## src/rtl/mbx_pkg.sv

```systemverilog
package mbx_pkg;
  localparam int MBX_BYTE_W = 8;
  localparam int MBX_LEN_W  = 16;
  localparam int MBX_HDR_N  = 4;
  localparam int MBX_IDX_W  = $clog2(MBX_HDR_N);

  typedef enum logic [1:0] {
    MBX_OK      = 2'd0,
    MBX_BAD_HDR = 2'd1,
    MBX_TIMEOUT = 2'd2
  } mbx_err_e;

  // Header position -> byte: opcode, module, length high, length low
  function automatic logic [MBX_BYTE_W-1:0] mbx_hdr_byte(
      input logic [MBX_IDX_W-1:0]  idx,
      input logic [MBX_BYTE_W-1:0] op,
      input logic [MBX_BYTE_W-1:0] modid,
      input logic [MBX_LEN_W-1:0]  len);
    case (idx)
      2'd0:    return op;
      2'd1:    return modid;
      2'd2:    return len[MBX_LEN_W-1:MBX_BYTE_W];
      default: return len[MBX_BYTE_W-1:0];
    endcase
  endfunction
endpackage

```

## src/rtl/mbx_wait_timer.sv

```systemverilog
module mbx_wait_timer #(
  parameter int LIMIT = 5000
) (
  input  logic clk,
  input  logic rst_n,
  input  logic clear,
  input  logic waiting,
  output logic expired
);
  localparam int CW = $clog2(LIMIT + 1);

  logic [CW-1:0] cnt;

  assign expired = waiting && (cnt == CW'(LIMIT - 1));

  always_ff @(posedge clk) begin
    if (!rst_n)          cnt <= '0;
    else if (clear)      cnt <= '0;
    else if (waiting)    cnt <= cnt + 1'b1;
  end

  AST_TIMER_BOUND: assert property (@(posedge clk) disable iff (!rst_n)
    waiting |-> (cnt < CW'(LIMIT)));
endmodule

```

## src/rtl/mbx_tx_framer.sv

```systemverilog
module mbx_tx_framer
  import mbx_pkg::*;
#(
  parameter int TMO_CYCLES = 5000
) (
  input  logic                  clk,
  input  logic                  rst_n,
  input  logic                  start,
  input  logic [MBX_BYTE_W-1:0] op,
  input  logic [MBX_BYTE_W-1:0] modid,
  input  logic [MBX_LEN_W-1:0]  len,
  input  logic                  tx_valid,
  output logic                  tx_ready,
  input  logic [MBX_BYTE_W-1:0] tx_data,
  input  logic                  mb_full,
  output logic                  mb_wr_en,
  output logic [MBX_BYTE_W-1:0] mb_wr_data,
  output logic                  busy,
  output logic                  done,
  output mbx_err_e              err
);
  typedef enum logic [1:0] {TX_IDLE, TX_HDR, TX_PAY} tx_state_e;

  tx_state_e              state;
  logic [MBX_IDX_W-1:0]   idx;
  logic [MBX_LEN_W-1:0]   remain;
  logic [MBX_BYTE_W-1:0]  op_q, mod_q;
  logic [MBX_LEN_W-1:0]   len_q;
  logic                   expired;

  always_comb begin
    tx_ready   = 1'b0;
    mb_wr_en   = 1'b0;
    mb_wr_data = mbx_hdr_byte(idx, op_q, mod_q, len_q);
    case (state)
      TX_HDR: mb_wr_en = !mb_full;
      TX_PAY: begin
        tx_ready   = !mb_full;
        mb_wr_en   = tx_valid && !mb_full;
        mb_wr_data = tx_data;
      end
      default: ;
    endcase
  end

  assign busy = (state != TX_IDLE);

  mbx_wait_timer #(.LIMIT(TMO_CYCLES)) u_tmo (
    .clk     (clk),
    .rst_n   (rst_n),
    .clear   (start || mb_wr_en),
    .waiting (busy && mb_full),
    .expired (expired)
  );

  always_ff @(posedge clk) begin
    if (!rst_n) begin
      state  <= TX_IDLE;
      idx    <= '0;
      remain <= '0;
      op_q   <= '0;
      mod_q  <= '0;
      len_q  <= '0;
      done   <= 1'b0;
      err    <= MBX_OK;
    end else begin
      done <= 1'b0;
      case (state)
        TX_IDLE: if (start) begin
          op_q  <= op;
          mod_q <= modid;
          len_q <= len;
          idx   <= '0;
          state <= TX_HDR;
        end
        TX_HDR: begin
          if (expired) begin
            state <= TX_IDLE; done <= 1'b1; err <= MBX_TIMEOUT;
          end else if (mb_wr_en) begin
            idx <= idx + 1'b1;
            if (idx == MBX_IDX_W'(MBX_HDR_N - 1)) begin
              if (len_q == '0) begin
                state <= TX_IDLE; done <= 1'b1; err <= MBX_OK;
              end else begin
                state  <= TX_PAY;
                remain <= len_q;
              end
            end
          end
        end
        TX_PAY: begin
          if (expired) begin
            state <= TX_IDLE; done <= 1'b1; err <= MBX_TIMEOUT;
          end else if (mb_wr_en) begin
            remain <= remain - 1'b1;
            if (remain == MBX_LEN_W'(1)) begin
              state <= TX_IDLE; done <= 1'b1; err <= MBX_OK;
            end
          end
        end
        default: state <= TX_IDLE;
      endcase
    end
  end

  AST_TX_HOLD_WHEN_FULL: assert property (@(posedge clk) disable iff (!rst_n)
    (state == TX_PAY && mb_full) |=> $stable(remain));
endmodule

```

## src/rtl/mbx_rx_validator.sv

```systemverilog
module mbx_rx_validator
  import mbx_pkg::*;
#(
  parameter int TMO_CYCLES = 5000
) (
  input  logic                  clk,
  input  logic                  rst_n,
  input  logic                  start,
  input  logic [MBX_BYTE_W-1:0] exp_op,
  input  logic [MBX_BYTE_W-1:0] exp_mod,
  input  logic [MBX_LEN_W-1:0]  exp_len,
  input  logic                  mb_empty,
  output logic                  mb_rd_en,
  input  logic [MBX_BYTE_W-1:0] mb_rd_data,
  output logic                  rx_valid,
  input  logic                  rx_ready,
  output logic [MBX_BYTE_W-1:0] rx_data,
  output logic                  busy,
  output logic                  done,
  output mbx_err_e              err
);
  typedef enum logic [1:0] {RX_IDLE, RX_HDR, RX_PAY, RX_DRAIN} rx_state_e;

  rx_state_e              state;
  logic [MBX_IDX_W-1:0]   idx;
  logic [MBX_LEN_W-1:0]   remain;
  logic [MBX_BYTE_W-1:0]  op_q, mod_q, hb0, hb1, hb2;
  logic [MBX_LEN_W-1:0]   len_q;
  logic [MBX_LEN_W-1:0]   adv_len;
  logic                   hdr_match;
  logic                   expired;

  assign adv_len   = {hb2, mb_rd_data};
  assign hdr_match = (hb0 == op_q) && (hb1 == mod_q) && (adv_len == len_q);
  assign rx_data   = mb_rd_data;
  assign busy      = (state != RX_IDLE);

  always_comb begin
    rx_valid = 1'b0;
    mb_rd_en = 1'b0;
    case (state)
      RX_HDR, RX_DRAIN: mb_rd_en = !mb_empty;
      RX_PAY: begin
        rx_valid = !mb_empty;
        mb_rd_en = rx_ready && !mb_empty;
      end
      default: ;
    endcase
  end

  mbx_wait_timer #(.LIMIT(TMO_CYCLES)) u_tmo (
    .clk     (clk),
    .rst_n   (rst_n),
    .clear   (start || mb_rd_en),
    .waiting (busy && mb_empty),
    .expired (expired)
  );

  always_ff @(posedge clk) begin
    if (!rst_n) begin
      state  <= RX_IDLE;
      idx    <= '0;
      remain <= '0;
      op_q   <= '0;
      mod_q  <= '0;
      len_q  <= '0;
      hb0    <= '0;
      hb1    <= '0;
      hb2    <= '0;
      done   <= 1'b0;
      err    <= MBX_OK;
    end else begin
      done <= 1'b0;
      case (state)
        RX_IDLE: if (start) begin
          op_q  <= exp_op;
          mod_q <= exp_mod;
          len_q <= exp_len;
          idx   <= '0;
          state <= RX_HDR;
        end
        RX_HDR: begin
          if (expired) begin
            state <= RX_IDLE; done <= 1'b1; err <= MBX_TIMEOUT;
          end else if (mb_rd_en) begin
            idx <= idx + 1'b1;
            case (idx)
              2'd0: hb0 <= mb_rd_data;
              2'd1: hb1 <= mb_rd_data;
              2'd2: hb2 <= mb_rd_data;
              default: begin
                if (hdr_match) begin
                  if (len_q == '0) begin
                    state <= RX_IDLE; done <= 1'b1; err <= MBX_OK;
                  end else begin
                    state <= RX_PAY; remain <= len_q;
                  end
                end else if (adv_len == '0) begin
                  state <= RX_IDLE; done <= 1'b1; err <= MBX_BAD_HDR;
                end else begin
                  state <= RX_DRAIN; remain <= adv_len;
                end
              end
            endcase
          end
        end
        RX_PAY, RX_DRAIN: begin
          if (expired) begin
            state <= RX_IDLE; done <= 1'b1; err <= MBX_TIMEOUT;
          end else if (mb_rd_en) begin
            remain <= remain - 1'b1;
            if (remain == MBX_LEN_W'(1)) begin
              state <= RX_IDLE;
              done  <= 1'b1;
              err   <= (state == RX_PAY) ? MBX_OK : MBX_BAD_HDR;
            end
          end
        end
        default: state <= RX_IDLE;
      endcase
    end
  end

  AST_RX_DRAIN_HIDDEN: assert property (@(posedge clk) disable iff (!rst_n)
    (state == RX_DRAIN && mb_rd_en) |=> !rx_valid || (state != RX_DRAIN));
endmodule

```

## src/rtl/mbx_msg_engine.sv

```systemverilog
module mbx_msg_engine
  import mbx_pkg::*;
#(
  parameter int TMO_CYCLES = 5000
) (
  input  logic        clk,
  input  logic        rst_n,
  input  logic        cmd_valid,
  output logic        cmd_ready,
  input  logic        cmd_dir,
  input  logic [7:0]  cmd_module,
  input  logic [7:0]  cmd_opcode,
  input  logic [15:0] cmd_len,
  input  logic        tx_valid,
  output logic        tx_ready,
  input  logic [7:0]  tx_data,
  output logic        rx_valid,
  input  logic        rx_ready,
  output logic [7:0]  rx_data,
  input  logic        mb_full,
  output logic        mb_wr_en,
  output logic [7:0]  mb_wr_data,
  input  logic        mb_empty,
  output logic        mb_rd_en,
  input  logic [7:0]  mb_rd_data,
  output logic        done,
  output logic [1:0]  err_code
);
  logic     accept, tx_busy, rx_busy, tx_done, rx_done;
  mbx_err_e tx_err, rx_err;

  assign cmd_ready = !(tx_busy || rx_busy);
  assign accept    = cmd_valid && cmd_ready;

  mbx_tx_framer #(.TMO_CYCLES(TMO_CYCLES)) u_tx (
    .clk        (clk),
    .rst_n      (rst_n),
    .start      (accept && !cmd_dir),
    .op         (cmd_opcode),
    .modid      (cmd_module),
    .len        (cmd_len),
    .tx_valid   (tx_valid),
    .tx_ready   (tx_ready),
    .tx_data    (tx_data),
    .mb_full    (mb_full),
    .mb_wr_en   (mb_wr_en),
    .mb_wr_data (mb_wr_data),
    .busy       (tx_busy),
    .done       (tx_done),
    .err        (tx_err)
  );

  mbx_rx_validator #(.TMO_CYCLES(TMO_CYCLES)) u_rx (
    .clk        (clk),
    .rst_n      (rst_n),
    .start      (accept && cmd_dir),
    .exp_op     (cmd_opcode),
    .exp_mod    (cmd_module),
    .exp_len    (cmd_len),
    .mb_empty   (mb_empty),
    .mb_rd_en   (mb_rd_en),
    .mb_rd_data (mb_rd_data),
    .rx_valid   (rx_valid),
    .rx_ready   (rx_ready),
    .rx_data    (rx_data),
    .busy       (rx_busy),
    .done       (rx_done),
    .err        (rx_err)
  );

  assign done     = tx_done || rx_done;
  assign err_code = tx_done ? tx_err : rx_err;

  // Per-transaction byte tally, kept for the checks below
  logic [MBX_LEN_W:0]   xfer_cnt;
  logic [MBX_LEN_W-1:0] len_seen;

  always_ff @(posedge clk) begin
    if (!rst_n) begin
      xfer_cnt <= '0;
      len_seen <= '0;
    end else if (accept) begin
      xfer_cnt <= '0;
      len_seen <= cmd_len;
    end else if (mb_wr_en || mb_rd_en) begin
      xfer_cnt <= xfer_cnt + 1'b1;
    end
  end

  AST_ONE_SIDE: assert property (@(posedge clk) disable iff (!rst_n)
    !(mb_wr_en && mb_rd_en));
  AST_IDLE_AT_DONE: assert property (@(posedge clk) disable iff (!rst_n)
    done |-> cmd_ready);
  AST_DONE_PULSE: assert property (@(posedge clk) disable iff (!rst_n)
    done |=> !done);
  AST_TX_TOTAL: assert property (@(posedge clk) disable iff (!rst_n)
    (tx_done && tx_err == MBX_OK) |-> (xfer_cnt == {1'b0, len_seen} + 17'd4));
  AST_RX_TOTAL: assert property (@(posedge clk) disable iff (!rst_n)
    (rx_done && rx_err == MBX_OK) |-> (xfer_cnt == {1'b0, len_seen} + 17'd4));
endmodule

```

## config.mk

```make
export PLATFORM = sky130hd
export DESIGN_NAME = mbx_msg_engine
export DESIGN_NICKNAME = d
export VERILOG_FILES = /design/src/rtl/mbx_pkg.sv /design/src/rtl/mbx_wait_timer.sv /design/src/rtl/mbx_tx_framer.sv /design/src/rtl/mbx_rx_validator.sv /design/src/rtl/mbx_msg_engine.sv
export SDC_FILE = /design/constraint.sdc
export NUM_CORES = 1
export LEC_CHECK = 0
export ABC_CLOCK_PERIOD_IN_PS = 2700
export BUFFER_PORTS_ARGS = -buffer_cell sky130_fd_sc_hd__buf_2
export CAP_MARGIN = 20
export CORE_MARGIN = 2
export CORE_UTILIZATION = 45
export DETAILED_ROUTE_END_ITERATION = 12
export GPL_ROUTABILITY_DRIVEN = 0
export PLACE_DENSITY = 0.7
export SYNTH_ARGS = -nofsm -noshare
export SYNTH_HDL_FRONTEND = slang
export SYNTH_HIERARCHICAL = 1
export SYNTH_SLANG_ARGS = --single-unit
```

## constraint.sdc

```tcl
create_clock -name clk -period 2.7 [get_ports clk]
set_input_delay 0.54 -clock clk [delete_from_list [all_inputs] [get_ports clk]]
set_output_delay 0.54 -clock clk [all_outputs]
set_load 0.05 [all_outputs]
```

* Word level (Yosys, flattened, before mapping)
Cells that the tools add are included.
** Word-level totals
- Flip-flop bits (word level) :: 160
- Latch bits :: 0
- Memory bits (writable) :: 0
- Bits in read-only memories :: 0
- Output and inout bits :: 24
- Logic and storage cells :: 208
- Memories kept :: 0
** Cells by class
- $add $sub $neg :: 6
- Multipliers :: 0
- Div/mod/pow operators :: 0
- $lt $le $gt $ge :: 0
- Equal/unequal tests :: 43
- Shift-type cells :: 0
- Mux-type cells :: 86
- Bitwise logic cells :: 2
- Reductions and logical operators :: 50
** Operator list (count)
- 2-to-1 mux 16 bit :: 14
- 2-to-1 mux 2 bit :: 39
- case mux 16 bit (2 select lines) :: 2
- zero test 16 bit :: 3
- equality test 16 x 1 -> 1 bit (second input constant) :: 2
- subtractor 16 x 1 -> 16 bit (second input constant) :: 2
- adder 13 x 1 -> 13 bit (second input constant) :: 2
- equality test 13 bit (second input constant) :: 2
- inequality test 3 x 1 -> 1 bit (second input constant) :: 8
- case mux 8 bit (3 select lines) :: 1
- AND reduction 4 bit :: 5
- 2-to-1 mux 1 bit :: 19
- equality test 16 bit :: 1
- equality test 8 bit :: 2
- case mux 2 bit (2 select lines) :: 4
- inequality test 2 x 1 -> 1 bit (second input constant) :: 7
- AND reduction 7 bit :: 2
- equality test 2 bit (second input constant) :: 6
- inequality test 2 bit (second input constant) :: 6
- case mux 2 bit (3 select lines) :: 2
- nonzero test 2 bit :: 6
- logical AND 1 bit :: 11
- AND reduction 5 bit :: 2
- equality test 2 x 1 -> 1 bit (second input constant) :: 4
- 16 further kinds :: 35

* Longest topological paths before layout
Gate-level depths: netlist (run 1).
- Depth after elaboration :: 8
- Gate-level depth with buffers :: 14

* Modules after synthesis
Netlist (run 1), hierarchy kept.
** By module, submodules not included
- mbx_rx_validator :: times used 1, cells each 508, area each 3958.8 um^2, seq. area each 1581.5 um^2
- mbx_tx_framer :: times used 1, cells each 396, area each 3141.8 um^2, seq. area each 1081.0 um^2
- mbx_wait_timer :: times used 2, cells each 72, area each 651.9 um^2, seq. area each 260.2 um^2
- mbx_msg_engine :: times used 1, cells each 6, area each 60.1 um^2, seq. area each 0.0 um^2

* Least setup slack after synthesis (run 1)
OpenSTA, ideal clock, no wires.
- Path type :: flip-flop to output port
- From :: register u_tx.state[0]
- To :: output port mb_wr_data[4]
- Arrival :: 2.388 ns
- Path slack :: -0.228 ns
- Stages on the path, launching flop included :: 7
- Cells stage by stage :: dfxtp_1 > inv_1 > ha_1 > clkbuf_8 > clkbuf_1 > clkbuf_1 > o21ai_0
** On the way
- Cells in the longest elaborated chain, start to end :: 2
** RTL lines
- from (decl) :: line mbx_tx_framer.sv:24 : tx_state_e state;
- from (signal assigned) :: line mbx_tx_framer.sv:58 : state <= TX_IDLE;
- from (signal assigned) :: line mbx_tx_framer.sv:74 : state <= TX_HDR;
- from (signal assigned) :: line mbx_tx_framer.sv:78 : state <= TX_IDLE; done <= 1'b1; err <= MBX_TIMEOUT;
- equality test 2 bit :: line mbx_tx_framer.sv:35 : case (state)
- 2-to-1 mux 8 bit :: line mbx_tx_framer.sv:35
- to (decl) :: line mbx_msg_engine.sv:22 : output logic [7:0] mb_wr_data,
Every way passes these cells.

* Worst setup path in the final report (run 1)
- From :: register u_tx.idx[1]
- To :: output port mb_wr_data[6]
** On the way
- Cells in the longest elaborated chain, start to end :: 3
- Elaborated cells on any way between the ends :: 5
- Those cells by class :: eq/ne: 2; mux: 2; reduce/logical: 1
** RTL lines
- from (decl) :: line mbx_tx_framer.sv:25 : logic [MBX_IDX_W-1:0] idx;
- from (signal assigned) :: line mbx_tx_framer.sv:80 : idx <= idx + 1'b1;
- equality test 2 bit, or another cell as far along :: line mbx_pkg.sv:19 : case (idx)
- case mux 8 bit (3 select lines) (*) :: line mbx_pkg.sv:19
- 2-to-1 mux 8 bit (*) :: line mbx_tx_framer.sv:35
Mark *: on every way between the ends. The rest lies on a longest branch, timed or not.

==> results.txt, run 1 <==
The flow ran to the end, and the final reports show no timing, DRC or antenna violations. The net count of the finished layout is around 1.2k. The die height came out at about 140 microns. The largest net degree at the start of global routing came out at 42.

The depth of the worst register-to-register path is 8. The starting density of the core came out at between 40% and 50%. Global routing used under 10% of the available met3 tracks. After detailed routing, the number of remaining DRC violations is 0. The post-synthesis area per instance is 8.03 sq um. met2 is the most crowded layer. The clock network latency to the later pin of the worst-skew pair is around 440 ps. The minimum period implied by the final worst setup slack came out at 2610 ps.

In the synthesized netlist, the number of instances is about 1.1k. In this run the register-to-register setup slack is approximately 210 ps. For hold timing, the worst endpoint is u_tx/op_q[3]. The count of maximum capacitance violations is 0. The number of register bits inferred by synthesis came out at 159.

The worst register-to-register path ends at u_rx/remain[11]. The setup path with the least slack is of type flip-flop to primary output. The count of fill cells added during filler insertion is ~1.7k. The total track usage came out at 22.9%. The number of flops mapped to enable cells by yosys is 0. Yosys attributes the largest share of cell area to dfxtp_1 (38%), nand2_1 (9.4%), a21oi_1 (7.7%). The post-synth design cell area is ~8500 sq um. After synthesis, the largest family of logic cells by area is simple AND/OR/NAND/NOR gates. The number of antenna diodes in the final layout is 0.

The I/O pin count is 80. The proportion of synthesized area in mux cells came out at about 2.1%. The floorplan has 50 rows.

The top achievable clock speed came out at ~380 MHz. The cell type contributing the most total cell area after synthesis is dfxtp_1. The headroom to the max-slew limit came out at 55.3%. The total nets after synthesis is around 1.1k. The routed length per placed instance is 17.0 microns. The worst hold path begins at cmd_opcode[3]. The final setup skew is between 10 and 15 ps. The count of placed standard cells including taps is about 1.3k. The most used flip-flop cell after synthesis is dfxtp_1. Global routing finished with a remaining overflow of 0. The utilization of the core after routing is ~52%. The biggest fanout along the worst timing path is 8. The kind of path behind the tightest hold check is input pin to flip-flop. The area growth from synthesis to final layout came out at 14.7%.

The type of element launching the critical path is a flip-flop. The required time reported for the critical path endpoint came out at ~2200 ps. The violation count after the first detailed-routing iteration is just under 700. The full die area came out at around 20000 sq um. Summed over all failing endpoints, the final setup total negative slack is 0 ps. The total leakage power is approximately 3.8 nW.

The final count of negative-setup-slack endpoints came out at 0. The power per standard cell area is roughly 700 nW/um^2. The via count of the first global-routing pass came out at roughly 7k.

The number of max-slew violations in the final report came out at 0. TritonCTS built the clock tree. The final route contains around 7.9k vias.

The measured slew at the worst slew-check pin came out at 665 ps. The number of clock buffers inserted by TritonCTS is 17. The data arrival time of the worst path is 2070 ps. The number of sinks driven by the clock tree is ~160. The initial antenna violation count was 0. STA classifies the critical path endpoint as a primary output.

The core outline area is ~19000 sq um. The final cell count without fillers came out at approximately 1.4k. Summing the areas of all fa, ha and maj instances in the mapped netlist gives 2.81% of the synthesized area. The HPWL after detailed placement is ~16000 microns. The synthesized netlist contains slightly below 80 unique library cells. For this run, asynchronously set or reset flops after synthesis account for 0%. Wires add up to approximately 23000 microns. The maximum clock insertion buffer count is 2. CTS placed an instance of clkbuf_16 at the clock tree root. After clock tree synthesis, the clock-pin slew on the worst setup and hold paths is about 70 ps.

The first-pass GRT wire length is 36700 microns. The share of synthesized area in the top cell type comes to a little under two fifths. The proportion of layout cells with a drive suffix above 1 came out at between 10% and 20%. The post-route antenna net violation count is 0.

The x dimension of the die came out at between 100 and 150 microns. The number of vias per cell came out at ~5.8. The maximum vdd ir drop is 519 uV. The post-route clock period utilization is a little over nine tenths. Setup repair after global routing could not meet its margin everywhere.

The number of H-tree levels is 4. The XOR/XNOR share of the synthesized area came out at approximately 4.1%. The synthesized netlist devotes a little over a fifth of its cell area to compound gates. Summing the areas of all and, or, nand and nor instances in the mapped netlist gives 26.5% of the synthesized area.

The global-route track usage on met1 came out at around a third. After synthesis, flip-flops and latches occupy a little under two fifths of the total area. Input and output buffers added on the ports amount to just under 80. The Yosys step of the flow raised 6 warnings.

The first-pass iteration count of the detailed router is 6. In this run the critical register-to-register path is launched from u_rx/u_tmo/cnt[3]. The hold-critical path depth came out at 3. The global-route track usage on met2 is 35.9%.

The final number of hold-violating endpoints is 0.
==> synthesized netlist by cell type (5+ instances only) <==
| library cell | n |
|---|---|
| and3_1 | 7 |
| or4_1 | 11 |
| o311ai_1 | 5 |
| o21ai_1 | 5 |
| nor4_1 | 30 |
| nand3_1 | 39 |
| o211a_1 | 6 |
| o21ai_0 | 24 |
| nand2b_1 | 18 |
| dfxtp_1 | 159 |
| nor2b_1 | 9 |
| mux2i_1 | 13 |
| o32ai_1 | 6 |
| o21a_1 | 10 |
| ha_1 | 19 |
| a31oi_1 | 7 |
| a22oi_1 | 8 |
| a21oi_1 | 131 |
| buf_2 | 6 |
| nand4_1 | 11 |
| a21o_1 | 9 |
| clkbuf_8 | 7 |
| nor2_1 | 39 |
| and2_1 | 5 |
| a211oi_1 | 8 |
| inv_1 | 26 |
| buf_4 | 11 |
| o31ai_1 | 18 |
| nand2_1 | 213 |
| xor2_1 | 38 |
| a222oi_1 | 9 |
| clkbuf_1 | 47 |
| nor3_1 | 15 |
==> critical path, cell delays in order, from the launching register on <==
cell and delay [ps]:
dfxtp_4 380, inv_1 90, ha_2 230, a222oi_1 340, nand2_1 100, o211a_1 140, a21o_1 150, buf_2 200
==> state kept, by name, summed over array words and instances, names as in the netlist, 8 cells and up <==
name	count
u_rx/len_q	16
u_rx/remain	16
u_tx/len_q	16
u_tx/remain	16
u_rx/u_tmo/cnt	13
u_tx/u_tmo/cnt	13
u_rx/hb0	8
u_rx/hb1	8
u_rx/hb2	8
u_rx/mod_q	8
u_rx/op_q	8
u_tx/mod_q	8
u_tx/op_q	8
==> kinds of logic (layout without fill, tap and decap cells) <==
logic type / count (synthesis) / after routing
AOI/OAI and AO/OA: 276 / 276
xor gates and xnor gates: 40 / 40
adders and majority gates: 19 / 19
buffers and inverters: 101 / 169
DFF: 159 / 159
muxes: 17 / 17
other: 1 / 1
and+or+nand+nor: 441 / 441
==> power by group <==
group / switching [mW] / internal [mW]
Sequential: 0.143 / 2.49
Combinational: 1.15 / 0.607
Clock: 1.14 / 1.42
==> cell usage in the layout, fill, tap and decap left out, drive strengths merged, types with 6 or more instances in the layout <==
cell and n:
nand2 214, dfxtp 159, a21oi 132, buf 109, nand3 40, nor2 39, xor2 38, inv 34
nor4 33, o21ai 30, ha 19, nand2b 18, o31ai 18, clkbuf 18, nor3 17, nand4 15
or4 15, mux2i 13, o21a 10, nor2b 9, a222oi 9, a21o 9, a211oi 8, a22oi 8
and3 7, a31oi 7, o311ai 7, o211a 6, o32ai 6, or2 6
==> repair_timing <==
action / 4_1_cts / 5_1_grt
endpoints found under the setup margin: 3 / 22
hold endpoints to repair: 0 / 0
pin swaps: 2 / 4
setup buffers: 0 / 1
gates resized for setup: 3 / 15
hold buffers: 0 / 0
cloned: 0 / 0
==> worst max path at each step <==
stage | from | endpoint | slack, ps | cells past startpoint
finish | u_tx/idx[1] | mb_wr_data[6] | 90 | 7
global route | u_tx/idx[1] | mb_wr_data[6] | -50 | 7
CTS | u_tx/idx[1] | mb_wr_data[4] | 30 | 6
detailed placement | u_rx/u_tmo/cnt[3] | u_rx/remain[11] | 190 | 8
global placement | u_rx/u_tmo/cnt[3] | u_rx/remain[11] | 290 | 8
floorplan | u_tx/state[0] | mb_wr_data[4] | -230 | 6
==> cell type report <==
cell class	instances	area (sq um)	share of cell area, %
inverters	27	101	1.04
clock inverters	15	201	2.07
clock buffers	17	425	4.38
flip-flops and latches	159	3190	32.9
multi-input cells	794	4830	49.7
repair buffers	110	674	6.94
well taps	234	293	3.01
==> layer usage <==
| layer | share of wire, % | vias to the layer above |
|---|---|---|
| met4 | 1.6 | 0 |
| met2 | 46 | 263 |
| met3 | 6.0 | 30 |
| met1 | 46 | 3716 |
| li1 | - | 3888 |
| met5 | 0 | - |
==> metrics by stage <==
step / hold slack, ps / power, mW / worst slack, ps / instance area [sq um]
6_report: 351 / 6.95 / 91.7 / 9710
5_1_grt: 348 / 7.27 / -49.4 / 9710
4_1_cts: 341 / 6.96 / 34.3 / 9660
3_5_place_dp: 448 / 4.41 / 189 / 9020
3_3_place_gp: 445 / 4.40 / 292 / 9020
2_1_floorplan: 435 / 3.99 / -228 / 8470
No activity file was read; power rests on OpenSTA's default activity.
==> run 2: changes to the inputs <==
SETUP_SLACK_MARGIN = 0.2   (was unset)
SKIP_CTS_REPAIR_TIMING = 1   (was unset)
==> run 2 against run 1 <==
Against the previous run:
- total power up 0.12%
- combinational power up 3%
- hold slack better by 22 ps
- critical path depth unchanged
- highest routed layer unchanged
==> results.txt, run 2 (synthesis gave the netlist of run 1 again) <==
The flow ran to the end, and the final reports show no timing, DRC or antenna violations. The x dimension of the die came out at ~140 microns. The starting density of the core came out at a little under half.

The clock network latency to the later pin of the worst-skew pair came out at about 430 ps. The depth of the worst register-to-register path came out at 9. The worst register-to-register path begins at u_rx/u_tmo/cnt[3]. For the worst setup path, the data arrival time is roughly 2000 ps. The measured slew at the worst slew-check pin came out at a little over 700 ps.

The full die area came out at about 20000 sq um. The via count of the first global-routing pass came out at roughly 7.3k. For the final routed database, the setup TNS stands at 0 ps.

The total track usage came out at 23.2%. The post-route clock period utilization came out at a little over nine tenths. The routed design has 23300 microns of wire. The total leakage power is 3.88 nW. Across the routed clock network, the largest skew measured is 10.1 ps.

The clock passes through at most 2 buffers. The detailed placer's ending HPWL is around 16000 microns. Traced cell by cell, the critical path runs through inv_4 -> ha_4 -> a222oi_1 -> nand2_1 -> o211a_1 -> a21o_1 -> buf_6. The biggest fanout along the worst timing path is 8. The core outline area is around 19000 sq um.

The first-pass iteration count of the detailed router came out at 8. TritonCTS built the clock tree. The worst hold slack across all endpoints is between 300 and 400 ps.

The min-delay analysis places its worst path in the category input pin to flip-flop. Before CTS, the worst setup slack after placement is approximately 220 ps. Setup repair after global routing could not meet its margin everywhere. The number of H-tree levels came out at 4. The critical path endpoint category is a primary output. The number of max-slew violations in the final report was 0.

The detail route stage leaves a number of antenna-violating nets equal to 0. Based on the critical path, the design can be clocked at up to between 300 and 400 MHz. The initial antenna violation count was 0. The net count reported at finish is around 1.2k. The tree is rooted in a clkbuf_16. At the end of the flow the core is filled with cells to 52.9%. The type of the worst setup path is flip-flop to primary output.

The launch instance of the worst min-delay path is cmd_opcode[7]. The residual overflow from global routing is 0. Across the run, the number of max-cap violations was 0.

The proportion of layout cells with a drive suffix above 1 is 17.9%. The number of standard-cell rows in the floorplan came out at 50. In this run the tightest slew margin relative to its limit is between 50% and 60%. Leaving out fill and tap cells, the most frequent cell in the layout is nand2_1.

The die height came out at ~140 microns. The required time reported for the critical path endpoint is 2160 ps. The I/O pin count came out at 80. The clock slew seen by the registers of the worst setup and hold paths came out at 70 ps. The beginning of the critical path is u_tx/idx[1].

Buffers inserted during clock tree synthesis total 17. The number of vias in the routed layout is approximately 8k. The final worst-path setup slack came out at roughly 160 ps. Leaving out fill and tap cells, the most frequent cells in the layout are nand2_1 (213), dfxtp_1 (156), a21oi_1 (131), buf_2 (71).

The routed design could run at a clock period as short as about 2500 ps. The power per standard cell area is between 700 and 800 nW/um^2. The type of element launching the critical path is a flip-flop. The count of input and output buffers came out at a little under 80. The number of vias per cell is between 5 and 6.

The largest individual stage delay along the critical path comes from the cell dfxtp_4. The repair_antennas step left the layout with diodes totalling 0. The first-pass GRT wire length came out at between 30000 and 40000 microns.

Setup violations remaining at the end of the flow were counted as 0. The maximum vdd ir drop came out at between 400 and 500 uV. The hold-critical path depth is 3.

After detailed routing, the number of remaining DRC violations is 0. The largest net degree at the start of global routing came out at between 50 and 60. The routed length per placed instance came out at 17.1 microns. The final number of hold-violating endpoints is 0. The first routing iteration left 824 violations.

The number of sinks driven by the clock tree came out at between 150 and 200. In this design, the stage delay of the slowest critical-path cell is 380 ps. The area growth from synthesis to final layout came out at 16.0%.
[run 2: changes by cell type in the layout (fill, tap and decap cells not counted), moves of 3 or more]
cell      before  now
buf_4         28   35
buf_6          1    8
buf_2         77   71
clkinv_8       3    0
inv_1         23   20
inv_6          3    6
o21ai_2        1    4
[run 2: final cells by class]
cell class,count,area (sq um)
Fill cell,1732,8760
Multi-Input combinational cell,794,4870
Sequential cell,159,3190
Timing Repair Buffer,116,748
Clock buffer,19,443
Tap cell,234,293
Clock inverter,13,165
Inverter,27,111
[run 2: metal layers]
metal / vias to the layer above / part of all wire, % / GRT usage, %
met5: - / 0 / 0
met4: 0 / 2.0 / 7.32
met3: 29 / 5.9 / 3.80
met2: 274 / 47 / 36.9
met1: 3801 / 46 / 32.4
li1: 3908 / - / -
[run 2: power by group]
part	total [mW]	switching (mW)	internal [mW]
sequential	2.64	0.142	2.50
combinational	1.81	1.18	0.631
clock	2.52	1.08	1.43
total	6.96	2.40	4.56
[run 2: critical path, delay by kind of cell (launching register included)]
family	cells	cell delay, ps
AO/OA/AOI/OAI	3	670
flip-flops	1	380
buffers and inverters	2	200
adder cells (fa/ha/maj)	1	180
AND/OR/NAND/NOR	1	130
[run 2: worst paths after layout]
kind	endpoint	slack [ps]
max	mb_wr_data[1]	160
min	u_rx/op_q[7]	370
max reg2reg	u_rx/remain[7]	350
min reg2reg	u_tx/op_q[0]	460
[run 2: through the flow]
step | std cells | total power, mW | instance area, sq um
finish | 1362 | 6.96 | 9820
global route | 1362 | 7.29 | 9820
CTS | 1357 | 6.92 | 9650
detailed placement | 1325 | 4.42 | 9040
global placement | 1325 | 4.39 | 9040
floorplan | 1054 | 4.00 | 8480
